### src/rtl/disp_pkg.sv
package disp_pkg;
  typedef enum logic [1:0] {
    K_FXA = 2'b00,
    K_ILS = 2'b01,
    K_FLS = 2'b10,
    K_FPA = 2'b11
  } kind_e;

  function automatic logic to_fx(input kind_e k);
    return k != K_FPA;
  endfunction
endpackage

### src/rtl/dq_fifo.sv
module dq_fifo #(
  parameter int W     = 8,
  parameter int DEPTH = 4,
  localparam int AW   = (DEPTH > 1) ? $clog2(DEPTH) : 1,
  localparam int CW   = $clog2(DEPTH + 1)
) (
  input  logic          clk_i,
  input  logic          rst_ni,
  input  logic          clr_i,
  input  logic          push_i,
  input  logic [W-1:0]  din_i,
  input  logic          pop_i,
  output logic [W-1:0]  dout_o,
  output logic          valid_o,
  output logic [CW-1:0] cnt_o
);
  logic [W-1:0]  mem [DEPTH];
  logic [AW-1:0] wp_q, rp_q;
  logic [CW-1:0] cnt_q;

  function automatic logic [AW-1:0] nxt(input logic [AW-1:0] p);
    return (p == AW'(DEPTH - 1)) ? '0 : p + AW'(1);
  endfunction

  always_ff @(posedge clk_i or negedge rst_ni) begin
    if (!rst_ni) begin
      wp_q  <= '0;
      rp_q  <= '0;
      cnt_q <= '0;
    end else if (clr_i) begin
      wp_q  <= '0;
      rp_q  <= '0;
      cnt_q <= '0;
    end else begin
      if (push_i) wp_q <= nxt(wp_q);
      if (pop_i)  rp_q <= nxt(rp_q);
      cnt_q <= cnt_q + CW'(push_i) - CW'(pop_i);
    end
  end

  always_ff @(posedge clk_i) begin
    if (push_i && !clr_i) mem[wp_q] <= din_i;
  end

  assign dout_o  = mem[rp_q];
  assign valid_o = cnt_q != '0;
  assign cnt_o   = cnt_q;
endmodule

### src/rtl/slot_scan.sv
module slot_scan import disp_pkg::*; #(
  parameter int SLOTS = 4,
  parameter int TAG_W = 4
) (
  input  logic [SLOTS-1:0]       rem_i,
  input  logic [2*SLOTS-1:0]     kind_i,
  input  logic [SLOTS-1:0]       mx_i,
  input  logic [TAG_W*SLOTS-1:0] tag_i,
  input  logic                   fx_full_i,
  input  logic                   fp_full_i,
  input  logic                   pend_i,
  output logic [SLOTS-1:0]       take_o,
  output logic                   fx_push_o,
  output logic [TAG_W-1:0]       fx_tag_o,
  output logic [1:0]             fx_kind_o,
  output logic                   fx_mx_o,
  output logic                   fp_push_o,
  output logic [TAG_W-1:0]       fp_tag_o,
  output logic                   exc_set_o,
  output logic [TAG_W-1:0]       exc_tag_o
);
  kind_e            kind_a [SLOTS];
  logic [TAG_W-1:0] tag_a  [SLOTS];

  for (genvar g = 0; g < SLOTS; g++) begin : g_unpack
    assign kind_a[g] = kind_e'(kind_i[2*g +: 2]);
    assign tag_a[g]  = tag_i[TAG_W*g +: TAG_W];
  end

  // greedy in-order pick: one lane each, first blocked slot stops the scan
  always_comb begin
    logic blk;
    blk       = 1'b0;
    take_o    = '0;
    fx_push_o = 1'b0;
    fx_tag_o  = '0;
    fx_kind_o = '0;
    fx_mx_o   = 1'b0;
    fp_push_o = 1'b0;
    fp_tag_o  = '0;
    exc_set_o = 1'b0;
    exc_tag_o = '0;
    for (int i = 0; i < SLOTS; i++) begin
      if (rem_i[i] && !blk) begin
        if (to_fx(kind_a[i])) begin
          if (fx_push_o || fx_full_i || (mx_i[i] && pend_i)) begin
            blk = 1'b1;
          end else begin
            take_o[i] = 1'b1;
            fx_push_o = 1'b1;
            fx_tag_o  = tag_a[i];
            fx_kind_o = kind_a[i];
            fx_mx_o   = mx_i[i];
            if (mx_i[i]) begin
              exc_set_o = 1'b1;
              exc_tag_o = tag_a[i];
            end
          end
        end else begin
          if (fp_push_o || fp_full_i || pend_i || exc_set_o) begin
            blk = 1'b1;
          end else begin
            take_o[i] = 1'b1;
            fp_push_o = 1'b1;
            fp_tag_o  = tag_a[i];
          end
        end
      end
    end
  end
endmodule

### src/rtl/pend_trk.sv
module pend_trk #(
  parameter int TAG_W = 4
) (
  input  logic             clk_i,
  input  logic             rst_ni,
  input  logic             set_i,
  input  logic [TAG_W-1:0] set_tag_i,
  input  logic             res_valid_i,
  input  logic [TAG_W-1:0] res_tag_i,
  input  logic             res_exc_i,
  output logic             pend_o,
  output logic             flush_o
);
  logic             pend_q;
  logic [TAG_W-1:0] tag_q;
  logic             hit;

  assign hit     = res_valid_i && pend_q && (res_tag_i == tag_q);
  assign flush_o = hit && res_exc_i;
  assign pend_o  = pend_q;

  always_ff @(posedge clk_i or negedge rst_ni) begin
    if (!rst_ni) begin
      pend_q <= 1'b0;
      tag_q  <= '0;
    end else if (hit) begin
      pend_q <= 1'b0;
    end else if (set_i) begin
      pend_q <= 1'b1;
      tag_q  <= set_tag_i;
    end
  end
endmodule

### src/rtl/exc_dispatch_ilock.sv
module exc_dispatch_ilock import disp_pkg::*; #(
  parameter int SLOTS   = 4,
  parameter int TAG_W   = 4,
  parameter int Q_DEPTH = 4
) (
  input  logic                   clk_i,
  input  logic                   rst_ni,
  input  logic                   grp_valid_i,
  output logic                   grp_ready_o,
  input  logic [SLOTS-1:0]       grp_slot_vld_i,
  input  logic [2*SLOTS-1:0]     grp_kind_i,
  input  logic [SLOTS-1:0]       grp_mayexc_i,
  input  logic [TAG_W*SLOTS-1:0] grp_tag_i,
  output logic                   fx_valid_o,
  input  logic                   fx_ready_i,
  output logic [TAG_W-1:0]       fx_tag_o,
  output logic [1:0]             fx_kind_o,
  output logic                   fx_mayexc_o,
  output logic                   fp_valid_o,
  input  logic                   fp_ready_i,
  output logic [TAG_W-1:0]       fp_tag_o,
  input  logic                   res_valid_i,
  input  logic [TAG_W-1:0]       res_tag_i,
  input  logic                   res_exc_i,
  output logic                   flush_o,
  output logic [TAG_W-1:0]       fault_tag_o
);
  localparam int CW  = $clog2(Q_DEPTH + 1);
  localparam int FXW = TAG_W + 3;

  logic [SLOTS-1:0] done_q, rem, take;
  logic             flush, pend_q;
  logic             fx_push, fx_push_mx, fp_push, exc_set;
  logic [1:0]       fx_push_kind;
  logic [TAG_W-1:0] fx_push_tag, fp_push_tag, exc_tag;
  logic [CW-1:0]    fx_cnt, fp_cnt;
  logic             fx_full, fp_full, fx_q_valid;
  logic [FXW-1:0]   fx_dout;

  assign rem         = (grp_valid_i && !flush) ? (grp_slot_vld_i & ~done_q) : '0;
  assign grp_ready_o = flush || ((rem & ~take) == '0);
  assign fx_full     = fx_cnt == CW'(Q_DEPTH);
  assign fp_full     = fp_cnt == CW'(Q_DEPTH);

  always_ff @(posedge clk_i or negedge rst_ni) begin
    if (!rst_ni)                         done_q <= '0;
    else if (grp_valid_i && !grp_ready_o) done_q <= done_q | take;
    else                                 done_q <= '0;
  end

  slot_scan #(.SLOTS(SLOTS), .TAG_W(TAG_W)) u_scan (
    .rem_i     (rem),
    .kind_i    (grp_kind_i),
    .mx_i      (grp_mayexc_i),
    .tag_i     (grp_tag_i),
    .fx_full_i (fx_full),
    .fp_full_i (fp_full),
    .pend_i    (pend_q),
    .take_o    (take),
    .fx_push_o (fx_push),
    .fx_tag_o  (fx_push_tag),
    .fx_kind_o (fx_push_kind),
    .fx_mx_o   (fx_push_mx),
    .fp_push_o (fp_push),
    .fp_tag_o  (fp_push_tag),
    .exc_set_o (exc_set),
    .exc_tag_o (exc_tag)
  );

  pend_trk #(.TAG_W(TAG_W)) u_pend (
    .clk_i       (clk_i),
    .rst_ni      (rst_ni),
    .set_i       (exc_set),
    .set_tag_i   (exc_tag),
    .res_valid_i (res_valid_i),
    .res_tag_i   (res_tag_i),
    .res_exc_i   (res_exc_i),
    .pend_o      (pend_q),
    .flush_o     (flush)
  );

  dq_fifo #(.W(FXW), .DEPTH(Q_DEPTH)) u_fxq (
    .clk_i   (clk_i),
    .rst_ni  (rst_ni),
    .clr_i   (flush),
    .push_i  (fx_push),
    .din_i   ({fx_push_tag, fx_push_kind, fx_push_mx}),
    .pop_i   (fx_valid_o && fx_ready_i),
    .dout_o  (fx_dout),
    .valid_o (fx_q_valid),
    .cnt_o   (fx_cnt)
  );

  dq_fifo #(.W(TAG_W), .DEPTH(Q_DEPTH)) u_fpq (
    .clk_i   (clk_i),
    .rst_ni  (rst_ni),
    .clr_i   (1'b0),
    .push_i  (fp_push),
    .din_i   (fp_push_tag),
    .pop_i   (fp_valid_o && fp_ready_i),
    .dout_o  (fp_tag_o),
    .valid_o (fp_valid_o),
    .cnt_o   (fp_cnt)
  );

  assign fx_valid_o  = fx_q_valid && !flush;
  assign fx_tag_o    = fx_dout[FXW-1 -: TAG_W];
  assign fx_kind_o   = fx_dout[2:1];
  assign fx_mayexc_o = fx_dout[0];
  assign flush_o     = flush;
  assign fault_tag_o = flush ? res_tag_i : '0;
endmodule

### config.mk
export PLATFORM = sky130hd
export DESIGN_NAME = exc_dispatch_ilock
export DESIGN_NICKNAME = d
export VERILOG_FILES = /design/src/rtl/disp_pkg.sv /design/src/rtl/dq_fifo.sv /design/src/rtl/slot_scan.sv /design/src/rtl/pend_trk.sv /design/src/rtl/exc_dispatch_ilock.sv
export SDC_FILE = /design/constraint.sdc
export NUM_CORES = 1
export LEC_CHECK = 0
export BUFFER_PORTS_ARGS = -buffer_cell sky130_fd_sc_hd__buf_2
export CAP_MARGIN = 20
export CORE_ASPECT_RATIO = 0.6
export CORE_MARGIN = 2
export CORE_UTILIZATION = 46
export CTS_CLUSTER_DIAMETER = 100
export DETAILED_ROUTE_END_ITERATION = 8
export HOLD_SLACK_MARGIN = 0.1
export PLACE_DENSITY = 0.68
export SLEW_MARGIN = 5
export SYNTH_ARGS = -nofsm -noshare
export SYNTH_HDL_FRONTEND = slang
export SYNTH_HIERARCHICAL = 1
export SYNTH_SLANG_ARGS = --single-unit
export TNS_END_PERCENT = 50
### constraint.sdc
create_clock -name clk_i -period 5 [get_ports clk_i]
set_input_delay 0.75 -clock clk_i [delete_from_list [all_inputs] [get_ports clk_i]]
set_output_delay 0.75 -clock clk_i [all_outputs]
set_load 0.005 [all_outputs]
==> impl_metrics.py <==
metrics = {
    "global_route": {
        "met1_usage_pct": 31.39,
        "grt_start_max_net_pins": 24,
        "global_route.usage.met2_pct": 29.73,
        "antenna_found_initial": 0,
        "grt-ovfl-total": 0,
        "grt_util_all_layers_pct": 20.62,
        "first_pass_grt_wire_length_mm": 13.86,
        "grt_pass1_vias": 2532,
        "globalRouteMet3Util_pct": 5.539,
        "gr-max-usage-layer": "met1",
    },
    "clock_tree": {
        "cts_max_level": 3,
        "cts_made_buffers": 9,
        "cts_root_buffer": "sky130_fd_sc_hd__clkbuf_16",
        "clkTransAtPathRegs_ns": 0.06,
        "clock_tree.buffer_depth": 2,
        "cts.sinks": 67,
        "tritoncts_clock_tree": "done",
        "clock_insertion_delay_at_the_later_pin_of_the_skew_report_ns": 0.33,
    },
    "finish": {
        "layout.cell_area.non_filler_um2": 4733,
        "post_layout_nets": 431,
        "antenna-diode-count": 0,
        "final_common_cell": "sky130_fd_sc_hd__buf_2",
        "layout_common_cells": "61 x sky130_fd_sc_hd__buf_2, 44 x sky130_fd_sc_hd__edfxtp_1, 23 x sky130_fd_sc_hd__inv_1, 23 x sky130_fd_sc_hd__dfrtp_1, 16 x sky130_fd_sc_hd__nor2_1",
        "final-instance-count-excl-fill": 489,
        "postLayoutCoreUtil_pct": 56.18,
        "syn2layout_area_growth_pct": 20.02,
        "share_of_layout_cells_above_drive_strength_1_pct": 37.14,
    },
    "detailed_routing": {
        "viasPerCell": 5.785,
        "drt_drc_violations_left": 0,
        "route.antenna.remaining_nets": 0,
        "drt-pass1-iter-count": 8,
        "first_iter_violations": 329,
        "drt-total-wl_mm": 9.330,
        "post_drt_wl_per_cell_um": 19.08,
        "vias": 2829,
    },
    "floorplan": {
        "die_area_um2": 9354,
        "initial_utilization_pct": 46.81,
        "placementRows": 26,
        "pin_count": 62,
        "coreArea_um2": 8426,
        "die_h_um": 75.72,
        "chipWidth_um": 123.5,
    },
    "critical_path": {
        "critical_path_sink_type": "output pin",
        "critical_path_peak_fanout": 10,
        "endpoint_of_the_most_critical_register_to_register_path": "u_fpq/cnt_o[2]",
        "critical_path_required_ns": 4.25,
        "worstRegToRegCells": 17,
        "regToRegSetupSlack_ns": 0.95,
        "worst_setup_path_start_kind": "input port",
        "worst-endpoint-arrival_ns": 3.98,
        "regToRegStartpoint": "u_pend/tag_q[0]",
        "critical_setup_path_class": "input port to output pin",
    },
    "timing": {
        "setup-tns-final_ns": 0,
        "finalWorstPathRequiredPeriod_ns": 4.733,
        "worst_pin_slew_ns": 0.8593,
        "final_hold_viol_count": 0,
        "worst_rel_slew_slack_pct": 42.27,
        "layout_setup_ws_ns": 0.2671,
        "clock.fmax_mhz": 211.3,
        "post-route-period-util_pct": 94.66,
        "timing.final.max_slew_violations": 0,
        "grt_setup_unrepaired": "no",
        "timing.final.setup_violations": 0,
        "worst_clock_skew_ns": 0.005642,
    },
    "synth": {
        "synth_compound_gate_area_share_pct": 16.53,
        "synth_edf_count": 44,
        "synth.yosys.seq_area_share_pct": 48.10,
        "synthFlopType": "sky130_fd_sc_hd__edfxtp_1",
        "netlist_instances": 296,
        "mappedNetlistArea_um2": 3944,
        "netlist_cell_types": 74,
        "synthesis.yosys.warnings": 6,
        "mux_share_of_post_synthesis_cell_area_pct": 8.947,
        "synth_top_family_by_area": "compound AO/OA/AOI/OAI gates",
        "post_synth_xor_area_fraction_pct": 1.586,
        "yosys.area_share.adder_pct": 5.457,
        "async_reset_ff_share_pct": 34.33,
        "post_synth_and_or_nand_nor_area_fraction_pct": 15.29,
        "yosys_register_bits": 67,
        "average_cell_area_after_synthesis_um2": 13.32,
    },
    "placed_design": {
        "place_hpwl_mm": 7.042,
        "io_buffers": 61,
        "dp_slack_ns": 0.2512,
        "dpl-instance-area_um2": 4382,
        "globalplace.congestion": 0.9194,
        "placedCellCount": 473,
    },
    "hold_path": {
        "holdCritPathClass": "input port to asynchronous set/reset pin",
    },
    "pwr": {
        "p_leak_nw": 1.976,
        "power_density_nw_per_um2": 488.5,
        "irDropWorstVdd_v": 0.0003229,
    },
    "outcome": {
        "result_of_the_run": "completed",
    },
    "run": {
        "max_cap_viol_count": 0,
    },
}
-- area by class of cell --
type                       instances  area, um2
fill                             710       3692
multi-input combinational        205       1924
sequential                        67       1897
timing repair buffer              66      342.8
clock buffer                      10      229.0
tap                              112      140.1
clock inverter                     6      113.9
inverter                          23      86.33
-- synthesized netlist by cell type (all sizes together) (4+ instances only) --
cell,count,area share (%)
o21ai,9,1.1
and2,15,2.5
nor2,17,1.7
ha,14,4.4
a221o,6,1.6
nor3,5,0.76
mux2i,6,1.5
o22a,4,0.98
a21oi,7,1.6
and3,7,1.2
a222oi,10,2.5
buf,5,1.3
nor2b,6,0.95
mux2,4,1.1
nand3,5,0.76
inv,23,2.2
nand2,11,1.0
dfrtp,23,15
mux4,11,6.3
a22o,5,1.1
edfxtp,44,34
-- worst max-delay path by stage --
stage	startpoint	cells after the start	to	slack (ns)
after floorplan	res_tag_i[0]	15	grp_ready_o	0.52
after global placement	res_tag_i[0]	17	grp_ready_o	0.32
after detailed placement	res_tag_i[0]	17	grp_ready_o	0.25
after CTS	res_tag_i[0]	17	grp_ready_o	0.22
after global routing	res_tag_i[0]	17	grp_ready_o	0.04
final	res_tag_i[0]	17	grp_ready_o	0.27
-- cells by family after synthesis --
family,Yosys count
and+or+nand+nor,94
DFF,67
AOI/OAI and AO/OA,62
buffers and inverters,31
muxes,21
adders and majority gates,16
xor gates and xnor gates,4
other,1
-- repair_timing --
action | 4_1_cts | 5_1_grt
hold buffers | 0 | 0
resized for setup | 0 | 3
setup buffers | 0 | 0
setup endpoints to repair | 0 | 1
-- flip-flops by register name (all words and copies together) (netlist names) --
register and count:
u_pend/pend_o 1, u_fxq/wp_q 2, u_pend/tag_q 4, u_fxq/mem 28, u_fxq/cnt_o 3, u_fpq/cnt_o 3, u_fxq/rp_q 2, u_fpq/wp_q 2
u_fpq/mem 16, done_q 4, u_fpq/rp_q 2
-- metrics by stage --
step	hold WS [ns]	total power, mW
after floorplan	0.4544	1.378
after global placement	0.4912	1.570
after detailed placement	0.4941	1.592
after CTS	0.4225	2.325
after global routing	0.4370	2.453
final	0.4005	2.312
-- worst max-delay path, stage by stage --
cell	delay [ns]
sky130_fd_sc_hd__buf_2	0.10
sky130_fd_sc_hd__nor2b_1	0.12
sky130_fd_sc_hd__a2111o_1	0.44
sky130_fd_sc_hd__nor3_1	0.26
sky130_fd_sc_hd__and2_1	0.18
sky130_fd_sc_hd__nand3b_1	0.19
sky130_fd_sc_hd__nor2_1	0.08
sky130_fd_sc_hd__buf_4	0.18
sky130_fd_sc_hd__inv_1	0.06
sky130_fd_sc_hd__o2111a_2	0.29
sky130_fd_sc_hd__o21a_2	0.21
sky130_fd_sc_hd__nor3_1	0.06
sky130_fd_sc_hd__and3_2	0.27
sky130_fd_sc_hd__or2_2	0.34
sky130_fd_sc_hd__o2bb2ai_2	0.23
sky130_fd_sc_hd__nor2_1	0.08
sky130_fd_sc_hd__buf_2	0.13
-- metal layers --
| layer | vias to the layer above | wire length [um] |
|---|---|---|
| met3 | 6 | 870 |
| met2 | 143 | 3924 |
| met4 | 0 | 55 |
| li1 | 1295 | - |
| met1 | 1385 | 4480 |
| met5 | - | 0 |
-- report_power, final --
part / switching, mW / total [mW] / internal [mW] / leakage (nW)
Sequential: 0.105 / 0.826 / 0.720 / 0.709
Combinational: 0.383 / 0.763 / 0.379 / 1.11
Clock: 0.235 / 0.724 / 0.489 / 0.159
Total: 0.724 / 2.31 / 1.59 / 1.98
(Power assumes the default switching activity.)
